<file path="src/rtl/sb_pkg.sv">
package sb_pkg;

    localparam int unsigned SB_DEPTH_DEF  = 8;
    localparam int unsigned SB_TAG_W_DEF  = 6;
    localparam int unsigned SB_ADDR_W_DEF = 40;
    localparam int unsigned SB_DATA_W_DEF = 64;

    // Life cycle of one buffer slot.
    typedef enum logic [1:0] {
        SB_FREE = 2'd0,
        SB_PEND = 2'd1,
        SB_DONE = 2'd2
    } sb_state_e;

    // True when tag is the same age as base or younger, on a ring of 2^w tags.
    function automatic logic tag_not_older(input logic [31:0] tag,
                                           input logic [31:0] base,
                                           input int unsigned w);
        logic [31:0] diff;
        diff = tag - base;
        return diff[w-1] == 1'b0;
    endfunction

endpackage

</file>
<file path="src/rtl/sb_tag_match.sv">
module sb_tag_match
    import sb_pkg::*;
#(
    parameter int DEPTH = SB_DEPTH_DEF,
    parameter int TAG_W = SB_TAG_W_DEF,
    localparam int IDX_W = $clog2(DEPTH),
    localparam int CNT_W = $clog2(DEPTH + 1)
) (
    input  logic [DEPTH-1:0]            pend_vec,
    input  logic [DEPTH-1:0][TAG_W-1:0] ent_tag,
    input  logic                        retire_valid,
    input  logic [TAG_W-1:0]            retire_tag,
    input  logic                        squash_valid,
    input  logic [TAG_W-1:0]            squash_tag,
    input  logic [TAG_W-1:0]            alloc_tag,
    output logic [DEPTH-1:0]            kill_mask,
    output logic [DEPTH-1:0]            commit_mask,
    output logic [DEPTH-1:0]            dup_mask,
    output logic                        dup_hit,
    output logic [IDX_W-1:0]            dup_idx,
    output logic [CNT_W-1:0]            kill_cnt
);

    // Three comparators per slot: squash age, retire match, retry match.
    for (genvar i = 0; i < DEPTH; i++) begin : g_slot
        always_comb begin
            kill_mask[i]   = pend_vec[i] && squash_valid &&
                             tag_not_older(32'(ent_tag[i]), 32'(squash_tag), TAG_W);
            commit_mask[i] = pend_vec[i] && retire_valid &&
                             (ent_tag[i] == retire_tag) && !kill_mask[i];
            dup_mask[i]    = pend_vec[i] && (ent_tag[i] == alloc_tag);
        end
    end

    always_comb begin
        dup_idx = '0;
        for (int i = 0; i < DEPTH; i++) begin
            if (dup_mask[i]) dup_idx = IDX_W'(i);
        end
    end

    assign dup_hit  = |dup_mask;
    assign kill_cnt = CNT_W'($countones(kill_mask));

endmodule

</file>
<file path="src/rtl/sb_ring_ptr.sv">
module sb_ring_ptr
    import sb_pkg::*;
#(
    parameter int DEPTH = SB_DEPTH_DEF,
    localparam int IDX_W = $clog2(DEPTH),
    localparam int CNT_W = $clog2(DEPTH + 1)
) (
    input  logic             clk,
    input  logic             rst,
    input  logic             push,
    input  logic             pop,
    input  logic [CNT_W-1:0] shrink,
    output logic [IDX_W-1:0] head,
    output logic [IDX_W-1:0] tail,
    output logic [CNT_W-1:0] occ,
    output logic             full
);

    // Squashed slots are always the youngest ones, so the tail steps back over them.
    always_ff @(posedge clk) begin
        if (rst) begin
            head <= '0;
            tail <= '0;
            occ  <= '0;
        end else begin
            head <= head + IDX_W'(pop);
            tail <= tail + IDX_W'(push) - IDX_W'(shrink);
            occ  <= occ + CNT_W'(push) - CNT_W'(pop) - shrink;
        end
    end

    assign full = (occ == CNT_W'(DEPTH));

endmodule

</file>
<file path="src/rtl/store_commit_buffer.sv">
module store_commit_buffer
    import sb_pkg::*;
#(
    parameter int DEPTH  = SB_DEPTH_DEF,
    parameter int TAG_W  = SB_TAG_W_DEF,
    parameter int ADDR_W = SB_ADDR_W_DEF,
    parameter int DATA_W = SB_DATA_W_DEF
) (
    input  logic              clk,
    input  logic              rst,
    input  logic              alloc_valid,
    output logic              alloc_ready,
    input  logic [TAG_W-1:0]  alloc_tag,
    input  logic [ADDR_W-1:0] alloc_addr,
    input  logic [DATA_W-1:0] alloc_data,
    input  logic              retire_valid,
    input  logic [TAG_W-1:0]  retire_tag,
    input  logic              squash_valid,
    input  logic [TAG_W-1:0]  squash_tag,
    output logic              drain_valid,
    input  logic              drain_ready,
    output logic [TAG_W-1:0]  drain_tag,
    output logic [ADDR_W-1:0] drain_addr,
    output logic [DATA_W-1:0] drain_data
);

    localparam int IDX_W = $clog2(DEPTH);
    localparam int CNT_W = $clog2(DEPTH + 1);

    sb_state_e                   ent_st   [DEPTH];
    logic [DEPTH-1:0][TAG_W-1:0] ent_tag;
    logic [ADDR_W-1:0]           ent_addr [DEPTH];
    logic [DATA_W-1:0]           ent_data [DEPTH];
    logic [DEPTH-1:0]            pend_vec;

    logic [DEPTH-1:0] kill_mask, commit_mask, dup_mask;
    logic             dup_hit;
    logic [IDX_W-1:0] dup_idx;
    logic [CNT_W-1:0] kill_cnt;
    logic [IDX_W-1:0] head, tail;
    logic [CNT_W-1:0] occ;
    logic             full;
    logic             alloc_fire, push, drain_fire, born_done;

    for (genvar i = 0; i < DEPTH; i++) begin : g_pend
        assign pend_vec[i] = (ent_st[i] == SB_PEND);
    end

    sb_tag_match #(.DEPTH(DEPTH), .TAG_W(TAG_W)) u_match (
        .pend_vec     (pend_vec),
        .ent_tag      (ent_tag),
        .retire_valid (retire_valid),
        .retire_tag   (retire_tag),
        .squash_valid (squash_valid),
        .squash_tag   (squash_tag),
        .alloc_tag    (alloc_tag),
        .kill_mask    (kill_mask),
        .commit_mask  (commit_mask),
        .dup_mask     (dup_mask),
        .dup_hit      (dup_hit),
        .dup_idx      (dup_idx),
        .kill_cnt     (kill_cnt)
    );

    // A store is refused while a squash is in progress. When the buffer is
    // full, a retried store is still taken because it fits into its old slot.
    assign alloc_ready = !squash_valid && (!full || dup_hit);
    assign alloc_fire  = alloc_valid && alloc_ready;
    assign push        = alloc_fire && !dup_hit;
    assign born_done   = retire_valid && (retire_tag == alloc_tag);

    assign drain_valid = (ent_st[head] == SB_DONE);
    assign drain_fire  = drain_valid && drain_ready;
    assign drain_tag   = ent_tag[head];
    assign drain_addr  = ent_addr[head];
    assign drain_data  = ent_data[head];

    sb_ring_ptr #(.DEPTH(DEPTH)) u_ptr (
        .clk    (clk),
        .rst    (rst),
        .push   (push),
        .pop    (drain_fire),
        .shrink (kill_cnt),
        .head   (head),
        .tail   (tail),
        .occ    (occ),
        .full   (full)
    );

    always_ff @(posedge clk) begin
        for (int i = 0; i < DEPTH; i++) begin
            if (rst) begin
                ent_st[i] <= SB_FREE;
            end else if (push && (tail == IDX_W'(i))) begin
                ent_st[i] <= born_done ? SB_DONE : SB_PEND;
            end else if (drain_fire && (head == IDX_W'(i))) begin
                ent_st[i] <= SB_FREE;
            end else if (kill_mask[i]) begin
                ent_st[i] <= SB_FREE;
            end else if (commit_mask[i]) begin
                ent_st[i] <= SB_DONE;
            end
        end
    end

    always_ff @(posedge clk) begin
        for (int i = 0; i < DEPTH; i++) begin
            if (push && (tail == IDX_W'(i))) begin
                ent_tag[i]  <= alloc_tag;
                ent_addr[i] <= alloc_addr;
                ent_data[i] <= alloc_data;
            end else if (alloc_fire && dup_hit && (dup_idx == IDX_W'(i))) begin
                ent_addr[i] <= alloc_addr;
                ent_data[i] <= alloc_data;
            end
        end
    end

endmodule

</file>
<file path="config.mk">
export PLATFORM = sky130hd
export DESIGN_NAME = store_commit_buffer
export DESIGN_NICKNAME = d
export VERILOG_FILES = /design/src/rtl/sb_pkg.sv /design/src/rtl/sb_tag_match.sv /design/src/rtl/sb_ring_ptr.sv /design/src/rtl/store_commit_buffer.sv
export SDC_FILE = /design/constraint.sdc
export NUM_CORES = 1
export LEC_CHECK = 0
export BUFFER_PORTS_ARGS = -buffer_cell sky130_fd_sc_hd__buf_2
export CORE_UTILIZATION = 60
export DETAILED_ROUTE_END_ITERATION = 8
export GPL_ROUTABILITY_DRIVEN = 0
export PLACE_DENSITY = 0.89
export SLEW_MARGIN = 30
export SYNTH_ARGS = -nofsm -noshare
export SYNTH_HDL_FRONTEND = slang
export SYNTH_HIERARCHICAL = 1
export SYNTH_SLANG_ARGS = --single-unit
</file>
<file path="constraint.sdc">
create_clock -name clk -period 15.2 [get_ports clk]
set_clock_uncertainty 0.2 [all_clocks]
set_input_delay 2.28 -clock clk [delete_from_list [all_inputs] [get_ports clk]]
set_output_delay 2.28 -clock clk [all_outputs]
set_load 0.05 [all_outputs]
</file>
After elaboration in Yosys (flattened, before gate mapping). Memory sizes are Yosys's and may differ from the RTL's. A register that Yosys moved wholly into a read port is not among the register bits. Index checks and enable logic that the tools add are counted.

$add $sub $neg: 21. Multipliers: 0. Divide/modulo/power cells: 0. $lt $le $gt $ge: 1. Eq/ne operators: 48. Shift operators: 0. Muxes and demuxes: 281. Bitwise operators: 56. Reductions and logical operators: 108.

Operators with widths (number): $mux 64 (15); $mux 40 (15); $reduce_or 64->1 (7); $reduce_or 40->1 (7); $mux 1 (193); $eq 6x6->1 (17); $logic_and 1x1->1 (78); $mux 2 (35); $mux 3 (21); $or 1x1->1 (48); $sub 6x6->6 (8); $eq 3x3->1 const B (12); $bmux 6 s3 (1); $eq 3x2->1 const B (6); $eq 2x1->1 const B (8); $add 4x4->4 (3); $logic_not 1->1 (11); $eq 3x1->1 const B (3); $logic_not 3->1 (3); $add 1x1->2 (4); $not 1->1 (8); $reduce_or 8->1 (1); $add 3x1->3 (2); $mux 6 (1); other kinds (8) (8).

Register bits after elaboration: 58. Latch bits: 0. Bits in writable memories: 848. ROM bits: 0. Input port bits: 128. Output and inout bits: 112. Word-level logic and storage cells: 529. Memories: 3.

Memory list: ent_data (words 8, bits a word 64, rd ports 1, clocked after memory_dff 1, write ports 1, line store_commit_buffer.sv:33) `logic [DATA_W-1:0] ent_data [DEPTH];`; ent_addr (words 8, bits a word 40, rd ports 1, clocked after memory_dff 1, write ports 1, line store_commit_buffer.sv:32) `logic [ADDR_W-1:0] ent_addr [DEPTH];`; ent_st (words 8, bits a word 2, rd ports 9, clocked after memory_dff 1, write ports 8, line store_commit_buffer.sv:30) `sb_state_e ent_st [DEPTH];`.

Depth between registers and ports, before layout. An unclocked memory read counts as a cell.

Word-level depth: 24. Gate-level depth with buffers: 21. Gate-level depth less buffers: 21.

Cells and area by module. The synthesis kept the hierarchy.

By module, submodules not included: store_commit_buffer (instances 1, cells each 1412, area an instance 34147.8 um^2, seq. area each 26905.8 um^2); sb_tag_match (instances 1, cells each 320, area an instance 2536.2 um^2, seq. area each 0.0 um^2); sb_ring_ptr (instances 1, cells each 53, area an instance 584.3 um^2, seq. area each 200.2 um^2).

Worst setup path before layout. No wires, ideal clock.

Kind: input port to flip-flop. From: in alloc_tag[0]. To: mem ent_addr[0][0] (netlist bit) (enable). Library setup time: 0.721 ns. Arrival: 11.597 ns. Data required time: 14.279 ns. Setup slack: 2.683 ns. Cell stages on the path: 9. Buffers on the path: 1. Path through: buf_2 -> xnor2_1 -> nand4_1 -> nor4_4 -> nor2_1 -> nand4_1 -> inv_1 -> or4b_2 -> o31ai_1.

Elaborated cells on any way between the ends: 123. Classes of those cells: 15 x eq/ne; 61 x mux; 8 x bitwise; 39 x reduce/logical.

RTL lines: from (decl) (line store_commit_buffer.sv:13) `input logic [TAG_W-1:0] alloc_tag,`; $eq 6x6->1 * (line sb_tag_match.sv:31) `dup_mask[i] = pend_vec[i] && (ent_tag[i] == alloc_tag);`; $logic_and 1x1->1 * (line sb_tag_match.sv:31); net dup_mask[6] (line store_commit_buffer.sv:36) `logic [DEPTH-1:0] kill_mask, commit_mask, dup_mask;`; $reduce_or 8->1 * (line sb_tag_match.sv:42) `assign dup_hit = |dup_mask;`; net dup_hit (line store_commit_buffer.sv:37) `logic dup_hit;`; $logic_or 1x1->1 (line store_commit_buffer.sv:67) `assign alloc_ready = !squash_valid && (!full || dup_hit);`; $logic_and 1x1->1 (line store_commit_buffer.sv:67); $logic_and 1x1->1 (line store_commit_buffer.sv:68) `assign alloc_fire = alloc_valid && alloc_ready;`; $logic_and 1x1->1 (2 in a row) (line store_commit_buffer.sv:112) `end else if (alloc_fire && dup_hit && (dup_idx == IDX_W'(i))) begin`; $mux 1 (line store_commit_buffer.sv:112); $mux 1 (line store_commit_buffer.sv:108) `if (push && (tail == IDX_W'(i))) begin`; $mux 1 (not written as such) (line store_commit_buffer.sv:113) `ent_addr[i] <= alloc_addr;`; $or 1x1->1 (no source line); $reduce_or 40->1 (no source line); $mux 3 (no source line) / $mux 1 (equally long branches) (7 in a row); to (decl) (line store_commit_buffer.sv:32).

The timed path passes the listed nets; every way through them passes the cells marked *.

Worst setup path after layout.
From: in alloc_tag[2]. To: out alloc_ready.

Word-level cells in the longest chain between the ends: 5. Elaborated cells on any way between the ends: 19. Classes of those cells: 8 x eq/ne; 11 x reduce/logical.

RTL lines: $eq 6x6->1 (line sb_tag_match.sv:31); $logic_and 1x1->1 (line sb_tag_match.sv:31); net dup_mask[5] (line store_commit_buffer.sv:36); $reduce_or 8->1 (line sb_tag_match.sv:42); net dup_hit (line store_commit_buffer.sv:37); $logic_or 1x1->1 (line store_commit_buffer.sv:67); $logic_and 1x1->1 (line store_commit_buffer.sv:67); to (decl) (line store_commit_buffer.sv:12) `output logic alloc_ready,`.

The timed path passes the listed nets, and every way through them passes these cells.

==> impl_metrics.toml <==
[pwr]
seq_power_share = 0.493
p_int_mw = 4.45
pwr-share-clk = 0.360
combinationalPowerShare = 0.147
swShare = 0.259
p_per_area_mw_per_mm2 = 142
power_leakage_nw = 13.8
p_total_mw = 6.01
vdd_drop_max_uv = 148
switchingPower_mw = 1.56

[synthesis]
synth_fp_nets = 1967
ys_types = 55
synthTopCellsByArea = "edfxtp_1 (72%), mux4_2 (13%), mux2_2 (3.3%), xnor2_1 (1.8%), ha_1 (1.6%)"
yosysMostFrequentCell = "edfxtp_1"
syn-cell-area_mm2 = 0.0373
synthArstFlopShare = 0
synth-edff-count = 896
seq_area_frac_synth = 0.727
synth_common_cells = "edfxtp_1 (896), mux4_2 (221), mux2_2 (110)"
synth_seq_cells = 906
yosys.area.top_type = "edfxtp_1"
netlist.area_leader.share = 0.722
ys_warn_count = 6
synth.avg_cell_area_um2 = 20.9
synthFlopType = "edfxtp_1"
netlist_instances = 1785

[clocking]
post_cts_buffers = 0
numCtsBuffers = 88
cts_tree = "yes"
clk_latency_ns = 0.62
cts_root_buf = "clkbuf_16"
clock_path_buffers = 3
h-tree-depth = 3
path_clk_slew_ns = 0.05
cts_resized = 0
cts_hold_buf = 0
cts_sinks = 906

[die]
initial_core_util = 0.613
io_pins = 240
chipWidth_um = 251
die-area_mm2 = 0.0631
num_rows = 90
core-area_mm2 = 0.0608
die_h_um = 251

[setup_path]
rr_endpoint = "u_ptr/occ[3]"
worstPathMaxFanout = 17
reg2reg_depth = 18
start_kind = "input port"
critical_path_class = "input port to primary output"
crit_required_ns = 12.72
crit_chain = "buf_2, xnor2_1, nand4_1, nor4_2, nor2_1, nand4_1, inv_1, a21oi_1, buf_2"
critPathMaxStageDelay_ns = 0.38
cp.arrival_ns = 4.23
crit_slowest_cell = "buf_2"
cpLargestDelayFamily = "simple AND/OR/NAND/NOR gates"
crit_buf_inv = 3
reg2reg_from = "ent_tag[32]"
reg2reg_slack_ns = 10.14
critPathCaptureType = "primary output"

[drt]
num_vias = 19153
routedWlPerCell_um = 29.8
wl_um = 87100
avgViaCountPerCell = 6.56
postRouteAntennaNets = 0
drc = 0
drtIter0Drc = 2207
drt_pre_antenna_iters = 6

[sta]
fmax_mhz = 149
max_slew_margin = 0.313
hold_violations = 0
period_minus_slack_ns = 6.71
rsz0062_at_grt = "false"
setup_viol = 0
report.final.slew_viol_count = 0
worst_pin_slew_ns = 1.03
finalSetupTns_ns = 0
timing.final.crit_share = 0.442

[global_route]
globalRoute.totalOverflow = 0
grt_max_degree = 105
grt_antenna_before_repair = 19
grtUsageTotal = 0.277
grt_pass1_vias = 19607
grt_pass1_wl_um = 127000

[hold_path]
hold_end = "u_ptr/head[1]"
worst_hold_path_type = "flip-flop to flip-flop"
worstHoldStart = "u_ptr/head[1]"
min_delay_path_depth = 2

[cells_and_area]
drive_above_1_share = 0.356
nNetsFinal = 2241
finalNonFillerCells = 2918
regArea_mm2 = 0.0271
final_cell_area_mm2 = 0.0423
multi_input_area_mm2 = 0.00978
area_growth_pct = 13.6
nFillCells = 3444
post-route-util = 0.696

[place]
io_buffers = 239
dp_hpwl_um = 46100
dp_cells = 2748
placed_area_mm2 = 0.0394

[status]
status = "complete, no violations"

[flow_run]
cap_violations = 0
## power by group through the flow
stage	Sequential, mW	Clock, mW	Combinational (mW)
finish	2.96	2.16	0.883
global route	2.97	2.26	0.928
CTS	2.96	2.18	0.884
detailed placement	3.01	0	0.865
global placement	2.99	0	0.841
floorplan	3.02	0	0.637
## metal layers
metal / global-route usage / part of all wire
met3: 0.0539 / 0.090
met1: 0.354 / 0.36
met2: 0.480 / 0.52
met5: 0 / 0.0016
met4: 0.0963 / 0.031
## registers in the layout, indices dropped and copies added, names as in the netlist
register and count:
ent_st 16, u_ptr/occ 4, u_ptr/head 3, ent_tag 48, u_ptr/tail 3, ent_data 512, ent_addr 320
## worst max path at each step
stage,startpoint,end,slack [ns],cells after the start
6_report,alloc_tag[2],alloc_ready,8.49,9
3_5_place_dp,squash_tag[2],u_ptr/occ[3],8.08,20
3_3_place_gp,squash_tag[2],u_ptr/occ[3],8.17,20
5_1_grt,alloc_tag[0],alloc_ready,8.40,9
4_1_cts,u_ptr/head[0],drain_addr[14],8.17,5
2_1_floorplan,alloc_tag[0],ent_addr[0][0],2.68,9
## per-stage QoR
step | hold slack (ns) | setup slack [ns]
finish | 0.447 | 8.49
detailed placement | 0.436 | 8.08
global placement | 0.433 | 8.17
CTS | 0.456 | 8.17
global route | 0.496 | 8.40
floorplan | 0.277 | 2.68
## layout by cell type (no fill, tap or decap), types with 9 or more instances in the layout
| cell | count |
|---|---|
| nor2b_1 | 23 |
| clkbuf_1 | 13 |
| nand3_1 | 22 |
| a21o_1 | 9 |
| clkinv_2 | 16 |
| nand2b_1 | 14 |
| nand4_1 | 21 |
| mux2_2 | 110 |
| xnor2_1 | 76 |
| clkinv_1 | 21 |
| xor2_1 | 44 |
| nand2_1 | 19 |
| nor2_1 | 36 |
| ha_1 | 49 |
| clkbuf_16 | 88 |
| a21oi_1 | 19 |
| buf_2 | 239 |
| o21ai_0 | 11 |
| diode_2 | 9 |
| inv_1 | 31 |
| bufinv_16 | 10 |
| mux4_2 | 221 |
| nor3_1 | 11 |
| buf_4 | 11 |
| edfxtp_1 | 896 |
## cells by family after synthesis
group | Yosys count | synth area share
compound gates | 75 | 0.0138
buf+inv | 111 | 0.0133
xor+xnor | 124 | 0.0304
flops | 906 | 0.727
simple gates | 184 | 0.0293
mux | 331 | 0.167
fa+ha+maj | 54 | 0.0191
## tightest hold or removal path: cells and delay by family, from the launching register on
| family | cells | cell delay [ns] |
|---|---|---|
| flip-flops | 1 | 0.37 |
| adder cells (fa/ha/maj) | 1 | 0.13 |
| AND/OR/NAND/NOR | 1 | 0.11 |
## final cells by class
class	instances	area share
clock inverters	57	0.0132
flip-flops and latches	906	0.641
inverters	31	0.00275
repair buffers	264	0.0358
multi-input cells	768	0.231
well taps	782	0.0231
diodes	9	0.000532
clock buffers	101	0.0532
Power figures use the tool's default switching activity.
